### src/rtl/dlms_err_pkg.sv
package dlms_err_pkg;

    // cycles from input sample to registered y and e
    localparam int PIPE_LATENCY = 2;

    localparam int DEF_TAPS   = 4;
    localparam int DEF_SAMP_W = 8;
    localparam int DEF_COEF_W = 8;
    localparam int DEF_TRUNC  = 6;
    localparam int DEF_GUARD  = 4;

    // place value of radix-4 digit k, as a left shift
    function automatic int digit_shift(input int k);
        return 2 * k;
    endfunction

endpackage

### src/rtl/dlms_err_ppg.sv
module dlms_err_ppg
    import dlms_err_pkg::*;
#(
    parameter int SAMP_W = DEF_SAMP_W,
    parameter int COEF_W = DEF_COEF_W,
    parameter int TRUNC  = DEF_TRUNC
) (
    input  logic [SAMP_W-1:0]                   samp,
    input  logic [COEF_W-1:0]                   coef,
    output logic [(SAMP_W/2)*(COEF_W+2)-1:0]    pp_flat
);
    localparam int DIGITS = SAMP_W / 2;
    localparam int PPW    = COEF_W + 2;

    logic signed [PPW-1:0] one_w, two_w, three_w, neg_one_w, neg_two_w;

    assign one_w     = {{2{coef[COEF_W-1]}}, coef};
    assign two_w     = {coef[COEF_W-1], coef, 1'b0};
    assign three_w   = one_w + two_w;
    assign neg_one_w = -one_w;
    assign neg_two_w = -two_w;

    for (genvar k = 0; k < DIGITS; k++) begin : g_digit
        localparam int CUT_RAW = TRUNC - digit_shift(k);
        localparam int CUT     = (CUT_RAW < 0) ? 0 : CUT_RAW;
        localparam logic [PPW-1:0] KEEP = {PPW{1'b1}} << CUT;

        logic       sel1, sel2, sel3;
        logic [PPW-1:0] picked;

        // 2-to-3 decode: at most one select line is high
        assign sel1 =  samp[2*k] & ~samp[2*k+1];
        assign sel2 = ~samp[2*k] &  samp[2*k+1];
        assign sel3 =  samp[2*k] &  samp[2*k+1];

        if (k == DIGITS - 1) begin : g_top
            // signed top digit: 1, -2, -1
            assign picked = ({PPW{sel1}} & one_w)
                          | ({PPW{sel2}} & neg_two_w)
                          | ({PPW{sel3}} & neg_one_w);
        end else begin : g_low
            assign picked = ({PPW{sel1}} & one_w)
                          | ({PPW{sel2}} & two_w)
                          | ({PPW{sel3}} & three_w);
        end

        // columns under the truncation point are never produced
        assign pp_flat[k*PPW +: PPW] = picked & KEEP;
    end

endmodule

### src/rtl/dlms_err_sum_tree.sv
module dlms_err_sum_tree #(
    parameter int COUNT = 4,
    parameter int IN_W  = 10,
    parameter int OUT_W = 12
) (
    input  logic [COUNT*IN_W-1:0]  terms,
    output logic signed [OUT_W-1:0] total
);
    // heap layout: leaves at COUNT-1 .. 2*COUNT-2, root at 0;
    // a power-of-two COUNT gives log2(COUNT) adder stages
    logic signed [OUT_W-1:0] node [0:2*COUNT-2];

    for (genvar i = 0; i < COUNT; i++) begin : g_leaf
        assign node[COUNT-1+i] = OUT_W'($signed(terms[i*IN_W +: IN_W]));
    end

    for (genvar j = 0; j < COUNT - 1; j++) begin : g_add
        assign node[j] = node[2*j+1] + node[2*j+2];
    end

    assign total = node[0];

endmodule

### src/rtl/dlms_err_unit.sv
module dlms_err_unit
    import dlms_err_pkg::*;
#(
    parameter int TAPS   = DEF_TAPS,
    parameter int SAMP_W = DEF_SAMP_W,
    parameter int COEF_W = DEF_COEF_W,
    parameter int TRUNC  = DEF_TRUNC,
    parameter int GUARD  = DEF_GUARD,
    localparam int SUMW  = COEF_W + SAMP_W + $clog2(TAPS),
    localparam int OUT_W = SUMW - TRUNC - GUARD
) (
    input  logic                     clk,
    input  logic                     rst,
    input  logic [TAPS*SAMP_W-1:0]   x_vec,
    input  logic [TAPS*COEF_W-1:0]   w_vec,
    input  logic [OUT_W-1:0]         d,
    output logic [OUT_W-1:0]         y,
    output logic [OUT_W:0]           e
);
    localparam int DIGITS = SAMP_W / 2;
    localparam int PPW    = COEF_W + 2;
    localparam int LGN    = $clog2(TAPS);
    localparam int COLW   = PPW + LGN;
    localparam int LOWB   = TRUNC + GUARD;

    // ---------------- partial products, one generator per tap
    logic [TAPS*DIGITS*PPW-1:0] pp_all;

    for (genvar t = 0; t < TAPS; t++) begin : g_tap
        dlms_err_ppg #(
            .SAMP_W (SAMP_W),
            .COEF_W (COEF_W),
            .TRUNC  (TRUNC)
        ) u_ppg (
            .samp    (x_vec[t*SAMP_W +: SAMP_W]),
            .coef    (w_vec[t*COEF_W +: COEF_W]),
            .pp_flat (pp_all[t*DIGITS*PPW +: DIGITS*PPW])
        );
    end

    // ---------------- column trees: same place value across taps
    logic signed [COLW-1:0] col_q [DIGITS];
    logic [DIGITS*SUMW-1:0] shifted;

    for (genvar k = 0; k < DIGITS; k++) begin : g_col
        logic [TAPS*PPW-1:0]    col_in;
        logic signed [COLW-1:0] col_sum;

        for (genvar t = 0; t < TAPS; t++) begin : g_gather
            assign col_in[t*PPW +: PPW] = pp_all[(t*DIGITS + k)*PPW +: PPW];
        end

        dlms_err_sum_tree #(
            .COUNT (TAPS),
            .IN_W  (PPW),
            .OUT_W (COLW)
        ) u_col_tree (
            .terms (col_in),
            .total (col_sum)
        );

        always_ff @(posedge clk) begin
            if (rst) col_q[k] <= '0;
            else     col_q[k] <= col_sum;
        end

        assign shifted[k*SUMW +: SUMW] = SUMW'(col_q[k]) <<< digit_shift(k);
    end

    // desired sample follows the column stage
    logic [OUT_W-1:0] d_q;

    always_ff @(posedge clk) begin
        if (rst) d_q <= '0;
        else     d_q <= d;
    end

    // ---------------- shift-add tree across place values
    logic signed [SUMW-1:0] full_sum;
    logic [OUT_W-1:0]       y_next;
    logic [LOWB-1:0]        guard_bits_unused;

    dlms_err_sum_tree #(
        .COUNT (DIGITS),
        .IN_W  (SUMW),
        .OUT_W (SUMW)
    ) u_shift_add (
        .terms (shifted),
        .total (full_sum)
    );

    assign y_next            = full_sum[SUMW-1 -: OUT_W];
    assign guard_bits_unused = full_sum[LOWB-1:0];

    always_ff @(posedge clk) begin
        if (rst) begin
            y <= '0;
            e <= '0;
        end else begin
            y <= y_next;
            e <= {d_q[OUT_W-1], d_q} - {y_next[OUT_W-1], y_next};
        end
    end

    // ---------------- checks
    logic [1:0] warm_q;

    always_ff @(posedge clk) begin
        if (rst)                warm_q <= '0;
        else if (warm_q != 2'd2) warm_q <= warm_q + 2'd1;
    end

    p_reset_zero_r6: assert property (@(posedge clk)
        rst |=> (y == '0 && e == '0));

    p_err_diff_r2: assert property (@(posedge clk) disable iff (rst)
        (warm_q == 2'd2) |->
            (int'($signed(e)) == int'($signed($past(d, 2))) - int'($signed(y))));

    p_zero_coef_r7: assert property (@(posedge clk) disable iff (rst)
        (warm_q == 2'd2 && $past(w_vec, 2) == '0) |->
            (y == '0 && int'($signed(e)) == int'($signed($past(d, 2)))));

    p_zero_samp_r1: assert property (@(posedge clk) disable iff (rst)
        (warm_q == 2'd2 && $past(x_vec, 2) == '0) |-> (y == '0));

endmodule

### config.mk
export PLATFORM = sky130hd
export DESIGN_NAME = dlms_err_unit
export DESIGN_NICKNAME = d
export VERILOG_FILES = /design/src/rtl/dlms_err_pkg.sv /design/src/rtl/dlms_err_ppg.sv /design/src/rtl/dlms_err_sum_tree.sv /design/src/rtl/dlms_err_unit.sv
export SDC_FILE = /design/constraint.sdc
export NUM_CORES = 1
export LEC_CHECK = 0
export ABC_AREA = 1
export BUFFER_PORTS_ARGS = -buffer_cell sky130_fd_sc_hd__clkbuf_2
export CORE_MARGIN = 3
export CORE_UTILIZATION = 47
export CTS_BUF_LIST = sky130_fd_sc_hd__clkbuf_16
export DETAILED_ROUTE_END_ITERATION = 10
export PLACE_DENSITY = 0.68
export SETUP_SLACK_MARGIN = 0.15
export SLEW_MARGIN = 20
export SYNTH_ARGS = -nofsm -noshare
export SYNTH_HDL_FRONTEND = slang
export SYNTH_SLANG_ARGS = --single-unit
### constraint.sdc
create_clock -name clk -period 6.52 [get_ports clk]
set_clock_uncertainty 0.15 [all_clocks]
set_input_delay 1.304 -clock clk [delete_from_list [all_inputs] [get_ports clk]]
set_output_delay 1.304 -clock clk [all_outputs]
set_load 0.02 [all_outputs]
# --- Word level (Yosys, flattened, before mapping) ---
# Memory sizes are Yosys's and may differ from the RTL's.
# Index checks and enable logic that the tools add are counted.
classes:
  add_sub_neg: 28
  mux: 7
  bitwise: 164
op_table:
  columns: ["operator", "n"]
  rows:
  - ["AND 10 bit", 48]
  - ["bitwise OR 10 bit", 32]
  - ["adder 10 x 10 -> 11 bit", 8]
  - ["adder 11 x 11 -> 12 bit", 4]
  - ["AND 1 bit", 48]
  - ["2-to-1 mux 12 bit", 4]
  - ["adder 8 x 9 -> 10 bit", 4]
  - ["negator 8 -> 10 bit", 4]
  - ["negator 9 -> 10 bit", 4]
  - ["inverter 1 bit", 32]
  - ["adder 15 x 18 -> 18 bit", 1]
  - ["adder 16 x 18 -> 18 bit", 1]
  - ["adder 12 x 14 -> 15 bit", 1]
  - ["subtractor 8 x 8 -> 9 bit", 1]
  - ["bitwise OR 1 bit", 4]
  - ["2-to-1 mux 1 bit", 3]
word_totals:
  reg_bits: 25
  mem_bits_rw: 48
  input_bits: 74
  out_inout_bits: 17
  wordCells: 203
  n_memories: 1
mem_list:
  columns: ["memory", "depth", "width", "rd", "rd_clocked_by_memory_dff", "wr", "line", "text"]
  rows:
  - ["col_q", 4, 12, 4, 0, 4, "dlms_err_unit.sv:42", "logic signed [COLW-1:0] col_q [DIGITS];"]

# --- Depth between registers and ports, before layout ---
# Gate-level depths: netlist of run 1.
depth:
  depth_word: 8
  depth_mapped: 27
  depth_no_buf: 27

# --- By module ---
# From an unflattened synthesis of run 1, not the netlist that was laid out.
hier_totals:
  hier_cells: 2195
  hier_area_um2: 13713.2
modules_own_cells:
  columns: ["mod", "instances", "cells_each", "area_each_um2", "seq_area_each_um2"]
  rows:
  - ["dlms_err_sum_tree at g_col[0].u_col_tree ...", 4, 174, 1151.1, 0.0]
  - ["dlms_err_ppg", 4, 213, 1141.1, 0.0]
  - ["dlms_err_unit", 1, 289, 2394.8, 1461.4]
  - ["dlms_err_sum_tree at u_shift_add", 1, 358, 2149.6, 0.0]

# --- Least setup slack after synthesis of run 1 ---
# No wires, ideal clock.
synth_path:
  path_type: "input to register"
  startpoint: "in w_vec[16]"
  endpoint: "mem col_q[1][11] (netlist name)"
  setup_time_ns: 0.113
  arrival_time_ns: 4.829
  required_ns: 6.257
  setup_slack_ns: 1.429
  stages: 26
  path_buffers: 0
  path_cell_list: "ha_1 > inv_1 > fa_1 > o21ai_1 > xor2_1 > inv_1 > nand2_1 > o221ai_1 > fa_1 > inv_1 > fa_1 > inv_1 > ha_1 > fa_1 > nand2_1 > nand2_1 > a21oi_1 > inv_1 > nand2_1 > inv_1 > nor2_1 > nor2_1 > nor2_1 > nand2_1 > nand2_1 > nor2_1"
synth_rtl:
  columns: ["item", "line", "text"]
  rows:
  - ["start, declared", "dlms_err_unit.sv:15", "input logic [TAPS*COEF_W-1:0] w_vec,"]
  - ["end, declared", "dlms_err_unit.sv:42", null]

==> results of run 1 <==
[cell type report]
class,instances,area share
Multi-Input combinational cell,900,0.656
Timing Repair Buffer,90,0.0438
Clock inverter,7,0.00571
Inverter,336,0.123
Clock buffer,9,0.0219
Sequential cell,61,0.119
Tap cell,260,0.0316
[power breakdown]
group	total, mW	internal (mW)	switching, mW	leakage [nW]
Sequential	0.592	0.545	0.0467	0.509
Clock	0.448	0.289	0.159	0.145
Combinational	4.06	1.56	2.51	4.96
Total	5.11	2.39	2.72	5.61
[metrics by stage]
step	power [mW]	util	setup WS [ns]
2_1_floorplan	3.79	-	1.43
3_3_place_gp	4.52	0.526	1.03
3_5_place_dp	4.61	0.526	0.955
4_1_cts	5.11	0.541	1.31
5_1_grt	5.82	0.541	0.894
6_report	5.11	0.541	1.25
[registers in the layout (all words and copies together) (netlist names)]
name   count
col_q     36
e          9
d_q        8
y          8
[routing by layer]
| metal | up-vias | share of wire | routed length (um) |
|---|---|---|---|
| met5 | - | 0 | 0 |
| met4 | 0 | 0.034 | 853 |
| met3 | 44 | 0.063 | 1570 |
| met2 | 282 | 0.46 | 11400 |
| met1 | 3913 | 0.45 | 11200 |
| li1 | 4328 | - | - |
[worst paths after layout]
| check | to | slack [ns] | cells past startpoint |
|---|---|---|---|
| min | e[0] | 0.40 | 3 |
| max reg2reg | e[8] | 2.42 | 22 |
| max | col_q[1][11] | 1.25 | 27 |
| min reg2reg | e[0] | 0.40 | 3 |
[critical path, delay by kind of cell]
family          cells  cell delay (ns)
simple gates       10             0.68
compound gates      3             0.49
buf+inv             7             0.45
fa+ha+maj           6             2.25
xor+xnor            1             0.17
[cells by family (layout without fill, tap and decap cells)]
family,Yosys count,in the layout,synth area share
buffers and inverters,346,442,0.140
XOR/XNOR,60,60,0.0567
AO/OA/AOI/OAI,233,233,0.155
flip-flops,61,61,0.132
AND/OR/NAND/NOR,417,417,0.190
adder cells (fa/ha/maj),190,190,0.326
[cells in the final DEF (no fill, tap or decap), drive strengths merged, types with 16 or more instances in the layout]
cell type / synthesis / layout
xnor2: 19 / 19
a21oi: 86 / 86
o221ai: 23 / 23
xor2: 41 / 41
nor2: 87 / 87
o21ai: 46 / 46
fa: 86 / 86
ha: 104 / 104
dfxtp: 61 / 61
nand4: 16 / 16
nand2: 232 / 232
clkbuf: 9 / 99
nand3: 70 / 70
o211ai: 19 / 19
o22ai: 22 / 22
inv: 334 / 336
==> results.sh, run 1 <==
export IMPL_status="complete, no violations"
export IMPL_ant_nets=0
export IMPL_hold_worst_slack_ns=0.402
export IMPL_cts_sinks=61
export IMPL_rsz0062_at_grt="false"
export IMPL_grt_use_met1=0.315
export IMPL_cts_max_path_buffers=2
export IMPL_placed_cells=1647
export IMPL_routedWlPerCell_um=15.0
export IMPL_critPathRequiredTime_ns=6.59
export IMPL_grt_ovfl_total=0
export IMPL_postCtsSetupRepairBufs=0
export IMPL_grt_pass1_vias=8310
export IMPL_synth_cell_type_count=39
export IMPL_drt_iter0_markers=555
export IMPL_clk_pin_slew_worst_paths_ns=0.05
export IMPL_top_usage_layer="met2"
export IMPL_routed_wl_mm=25.0
export IMPL_vias=8567
export IMPL_register_area_um2=1220
export IMPL_cpPeakStageDelay_ns=0.53
export IMPL_num_antenna_cells=0
export IMPL_synth_edf_count=0
export IMPL_cap_violations=0
export IMPL_min_period_ns=5.27
export IMPL_multi_input_area_um2=6750
export IMPL_htreeDepth=3
export IMPL_synth_area_um2=9270
export IMPL_die_h_um=146
export IMPL_antenna_found_initial=0
export IMPL_dieArea_um2=21400
export IMPL_hold_class="flop to flop"
export IMPL_synth_ff_type="dfxtp_1"
export IMPL_cp_end_kind="flop"
export IMPL_area_growth_pct=11.0
export IMPL_met2_usage=0.395
export IMPL_path_max_fanout=4
export IMPL_finalNetCount=1662
export IMPL_synth_area_leader_cell="fa_1"
export IMPL_cts_tree="done"
export IMPL_track_usage=0.237
export IMPL_async_flop_share=0
export IMPL_setup_viol=0
export IMPL_gr_usage_met3=0.0289
export IMPL_seq_area_frac_synth=0.132
export IMPL_drt_drc_violations_left=0
export IMPL_clock_latency_ns=0.33
export IMPL_synth_cells=1307
export IMPL_r2r_start="col_q[3][3]"
export IMPL_start_kind="input pin"
export IMPL_hpwl_mm=21.7
export IMPL_setup_tns_ns=0
export IMPL_grt_max_degree=34
export IMPL_initial_core_util=0.487
export IMPL_synthTopCellsByArea="fa_1 (19%), ha_1 (14%), inv_1 (14%), dfxtp_1 (13%), nand2_1 (9.1%)"
export IMPL_numCtsBuffers=9
export IMPL_critPathSlowestCell="fa_1"
export IMPL_cp_arrival_ns=5.34
export IMPL_slew_headroom=0.329
export IMPL_fmax_ghz=0.190
export IMPL_syn_nets=1571
export IMPL_fin_area_um2=10300
export IMPL_cts_root_buffer="clkbuf_16"
export IMPL_finalHoldViolCount=0
export IMPL_drtPass1Iterations=5
export IMPL_holdCritStartpoint="d_q[0]"
export IMPL_ctsHoldBuffers=0
export IMPL_vias_per_cell=5.15
export IMPL_port_buffer_count=90
export IMPL_maxSlewViolCount=0
export IMPL_power_per_cell_area_nw_per_um2=496
export IMPL_cts_repair_resized=0
export IMPL_synthTopCellsByCount="inv_1 (334), nand2_1 (225), ha_1 (104)"
export IMPL_power_leakage_nw=5.61
export IMPL_tightestPinTransition_ns=0.995
export IMPL_postPlaceCellArea_um2=10000
export IMPL_yosys_warnings=0
export IMPL_fillCellCount=1904
export IMPL_synth_top_area_share=0.186
export IMPL_core_um2=19000
export IMPL_routabilityCongestion=1.02
export IMPL_min_period_over_period=0.808
export IMPL_fin_cells=1663
export IMPL_ios=91
export IMPL_syn_area_per_cell_um2=7.09
export IMPL_worst_setup_path_type="input pin to flop"
export IMPL_crit_start="w_vec[17]"
export IMPL_synth_most_common_cell="inv_1"
export IMPL_synth_seq_cells=61
export IMPL_drive_gt1_frac=0.0912
export IMPL_rows=50
export IMPL_grt_pass1_wl_mm=41.1
export IMPL_vdd_drop_max_mv=0.347
export IMPL_die_width_um=146
(Power assumes the default switching activity.)
==> inputs of run 2 (changes only) <==
==> constraint.sdc (replaced) <==
create_clock -name clk -period 5 [get_ports clk]
set_clock_uncertainty 0.15 [all_clocks]
set_input_delay 1 -clock clk [delete_from_list [all_inputs] [get_ports clk]]
set_output_delay 1 -clock clk [all_outputs]
set_load 0.02 [all_outputs]
==> run 2 against run 1 <==
  * Power increased by 40%
  * Clock power is 50% higher
  * Count of clock-buffer cells in the layout is the same
  * Routed wire length grew 6.1%
  * Final cell count up 6.0%
  * Sequential power grew 30%
  * Sequential share of layout area decreased by 1.1 points
  * Global-route usage increased by 1.1 points
  * Core utilization is 5.6 points higher
  * Register-to-register slack worse by 1.5 ns
  * Die area unchanged
  * Cell area grew 10%
==> results.sh, run 2 (synthesized netlist as in run 1, its figures left out) <==
export IMPL_status="complete, no violations"
export IMPL_path_max_fanout=4
export IMPL_min_period_ns=4.73
export IMPL_numCtsBuffers=9
export IMPL_grt_pass1_vias=8743
export IMPL_largest_reg_flops=36
export IMPL_track_usage=0.248
export IMPL_power_leakage_nw=6.15
export IMPL_port_buffer_count=90
export IMPL_area_growth_pct=22.6
export IMPL_routedWlPerCell_um=15.0
export IMPL_wl_met3_mm=1.49
export IMPL_drt_drc_violations_left=0
export IMPL_hold_worst_slack_ns=0.391
export IMPL_dpl_worst_slack_ns=-0.217
export IMPL_worstRegToRegCells=22
export IMPL_drt_met1_wl_mm=11.6
export IMPL_routabilityCongestion=0.990
export IMPL_regToRegSetupSlack_ns=0.91
export IMPL_grt_pass1_wl_mm=43.2
export IMPL_dieArea_um2=21400
export IMPL_routed_wl_mm=26.5
export IMPL_final_cell_mix="inv_1 (329), nand2_1 (220), buf_4 (101)"
export IMPL_setup_tns_ns=0
export IMPL_p_total_mw=7.13
export IMPL_vdd_drop_max_mv=0.488
export IMPL_finalHoldViolCount=0
export IMPL_num_antenna_cells=0
export IMPL_start_kind="input pin"
export IMPL_power_per_cell_area_nw_per_um2=628
export IMPL_reg_largest_list="col_q (36), e (9)"
export IMPL_drive_gt1_frac=0.188
export IMPL_drt_iter0_markers=496
export IMPL_ant_nets=0
export IMPL_hpwl_mm=22.9
export IMPL_antenna_found_initial=0
export IMPL_setup_viol=0
export IMPL_initial_core_util=0.487
export IMPL_grt_max_degree=34
export IMPL_holdCritStartpoint="d_q[0]"
export IMPL_cts_root_buffer="clkbuf_16"
export IMPL_cts_tree="done"
export IMPL_clk_pin_slew_worst_paths_ns=0.05
export IMPL_rsz0062_at_grt="true"
export IMPL_grt_ovfl_total=0
export IMPL_placed_cells=1744
export IMPL_cts_max_path_buffers=2
export IMPL_cts_sinks=61
export IMPL_cp_end_kind="flop"
export IMPL_worst_setup_path_type="input pin to flop"
export IMPL_mostFrequentLayoutCell="inv_1"
export IMPL_fmax_ghz=0.212
export IMPL_vias_per_cell=5.08
export IMPL_r2r_start="col_q[3][3]"
export IMPL_postPlaceCellArea_um2=10700
export IMPL_htreeDepth=3
export IMPL_top_register="col_q"
export IMPL_min_period_over_period=0.945
export IMPL_clock_latency_ns=0.32
export IMPL_vias=8954
export IMPL_hold_depth=3
export IMPL_fin_cells=1763
export IMPL_top_layer="met4"
export IMPL_hold_path_end="e[0]"
export IMPL_die_width_um=146
export IMPL_core_um2=19000
export IMPL_cap_violations=0
export IMPL_maxSlewViolCount=0
export IMPL_drtPass1Iterations=5
export IMPL_ctsHoldBuffers=0
export IMPL_hold_class="flop to flop"
export IMPL_die_h_um=146
export IMPL_dr_wl_met2_mm=12.9
export IMPL_ios=91
export IMPL_utilization=0.597
export IMPL_cp_arrival_ns=4.79
export IMPL_fillCellCount=1842
export IMPL_finalNetCount=1762
export IMPL_fin_area_um2=11400
export IMPL_rr_endpoint="e[8]"
export IMPL_worst_slack_ns=0.273
export IMPL_tightestPinTransition_ns=0.884
export IMPL_rows=50
export IMPL_slew_headroom=0.410
export IMPL_critPathRequiredTime_ns=5.06
==> run 2: cell count changes in the layout (fill, tap and decap cells not counted), sizes merged <==
| cell | before | now |
|---|---|---|
| buf | 0 | 102 |
| bufinv | 1 | 3 |
| clkbuf | 99 | 97 |
| clkinv | 5 | 4 |
| clkinvlp | 1 | 0 |
==> run 2: area by class of cell <==
cell class	instances	area (um^2)	share of cell area
clock buffer	9	225	0.0198
clock inverter	7	106	0.00936
inverter	336	1260	0.111
multi-input combinational	900	7010	0.617
sequential	61	1220	0.108
tap	260	325	0.0286
timing repair buffer	190	1210	0.107
==> run 2: worst max-delay path, stage by stage <==
cell and delay, ns:
buf_6 0.09, ha_4 0.13, inv_2 0.04, fa_2 0.39, o21ai_2 0.18, xor2_1 0.17
inv_1 0.07, nand2_1 0.08, o221ai_2 0.11, fa_1 0.56, inv_2 0.04, fa_1 0.48
inv_1 0.05, ha_2 0.19, fa_2 0.37, nand2_2 0.08, nand2_2 0.04, a21oi_2 0.10
inv_1 0.06, nand2_1 0.05, inv_1 0.05, nor2_1 0.10, nor2_1 0.05, nor2_1 0.12
nand2_1 0.06, nand2_1 0.06, nor2_1 0.06
==> run 2: timing repair <==
| item | 4_1_cts | 5_1_grt |
|---|---|---|
| pin swaps | 1 | 35 |
| endpoints found under the setup margin | 1 | 14 |
| setup buffers | 0 | 3 |
| gates resized for setup | 1 | 64 |
| cloned | 0 | 0 |
==> run 2: metal layers <==
layer  vias up  global-route usage
met1      4120               0.325
met3        29              0.0270
li1       4526                   -
met2       279               0.437
met4         0              0.0635
met5         -                   0
==> run 2: where the power goes <==
part / switching [mW] / total, mW / internal (mW)
clock: 0.195 / 0.674 / 0.479
combinational: 3.40 / 5.69 / 2.29
sequential: 0.0580 / 0.769 / 0.711
==> run 2: how the worst max path moves through the flow <==
stage,startpoint,cells past startpoint,endpoint
after floorplan,w_vec[16],26,col_q[1][11]
after global placement,w_vec[17],27,col_q[1][11]
after detailed placement,w_vec[17],27,col_q[1][11]
after CTS,w_vec[17],27,col_q[1][11]
after global routing,w_vec[17],27,col_q[1][11]
final,w_vec[17],27,col_q[1][11]
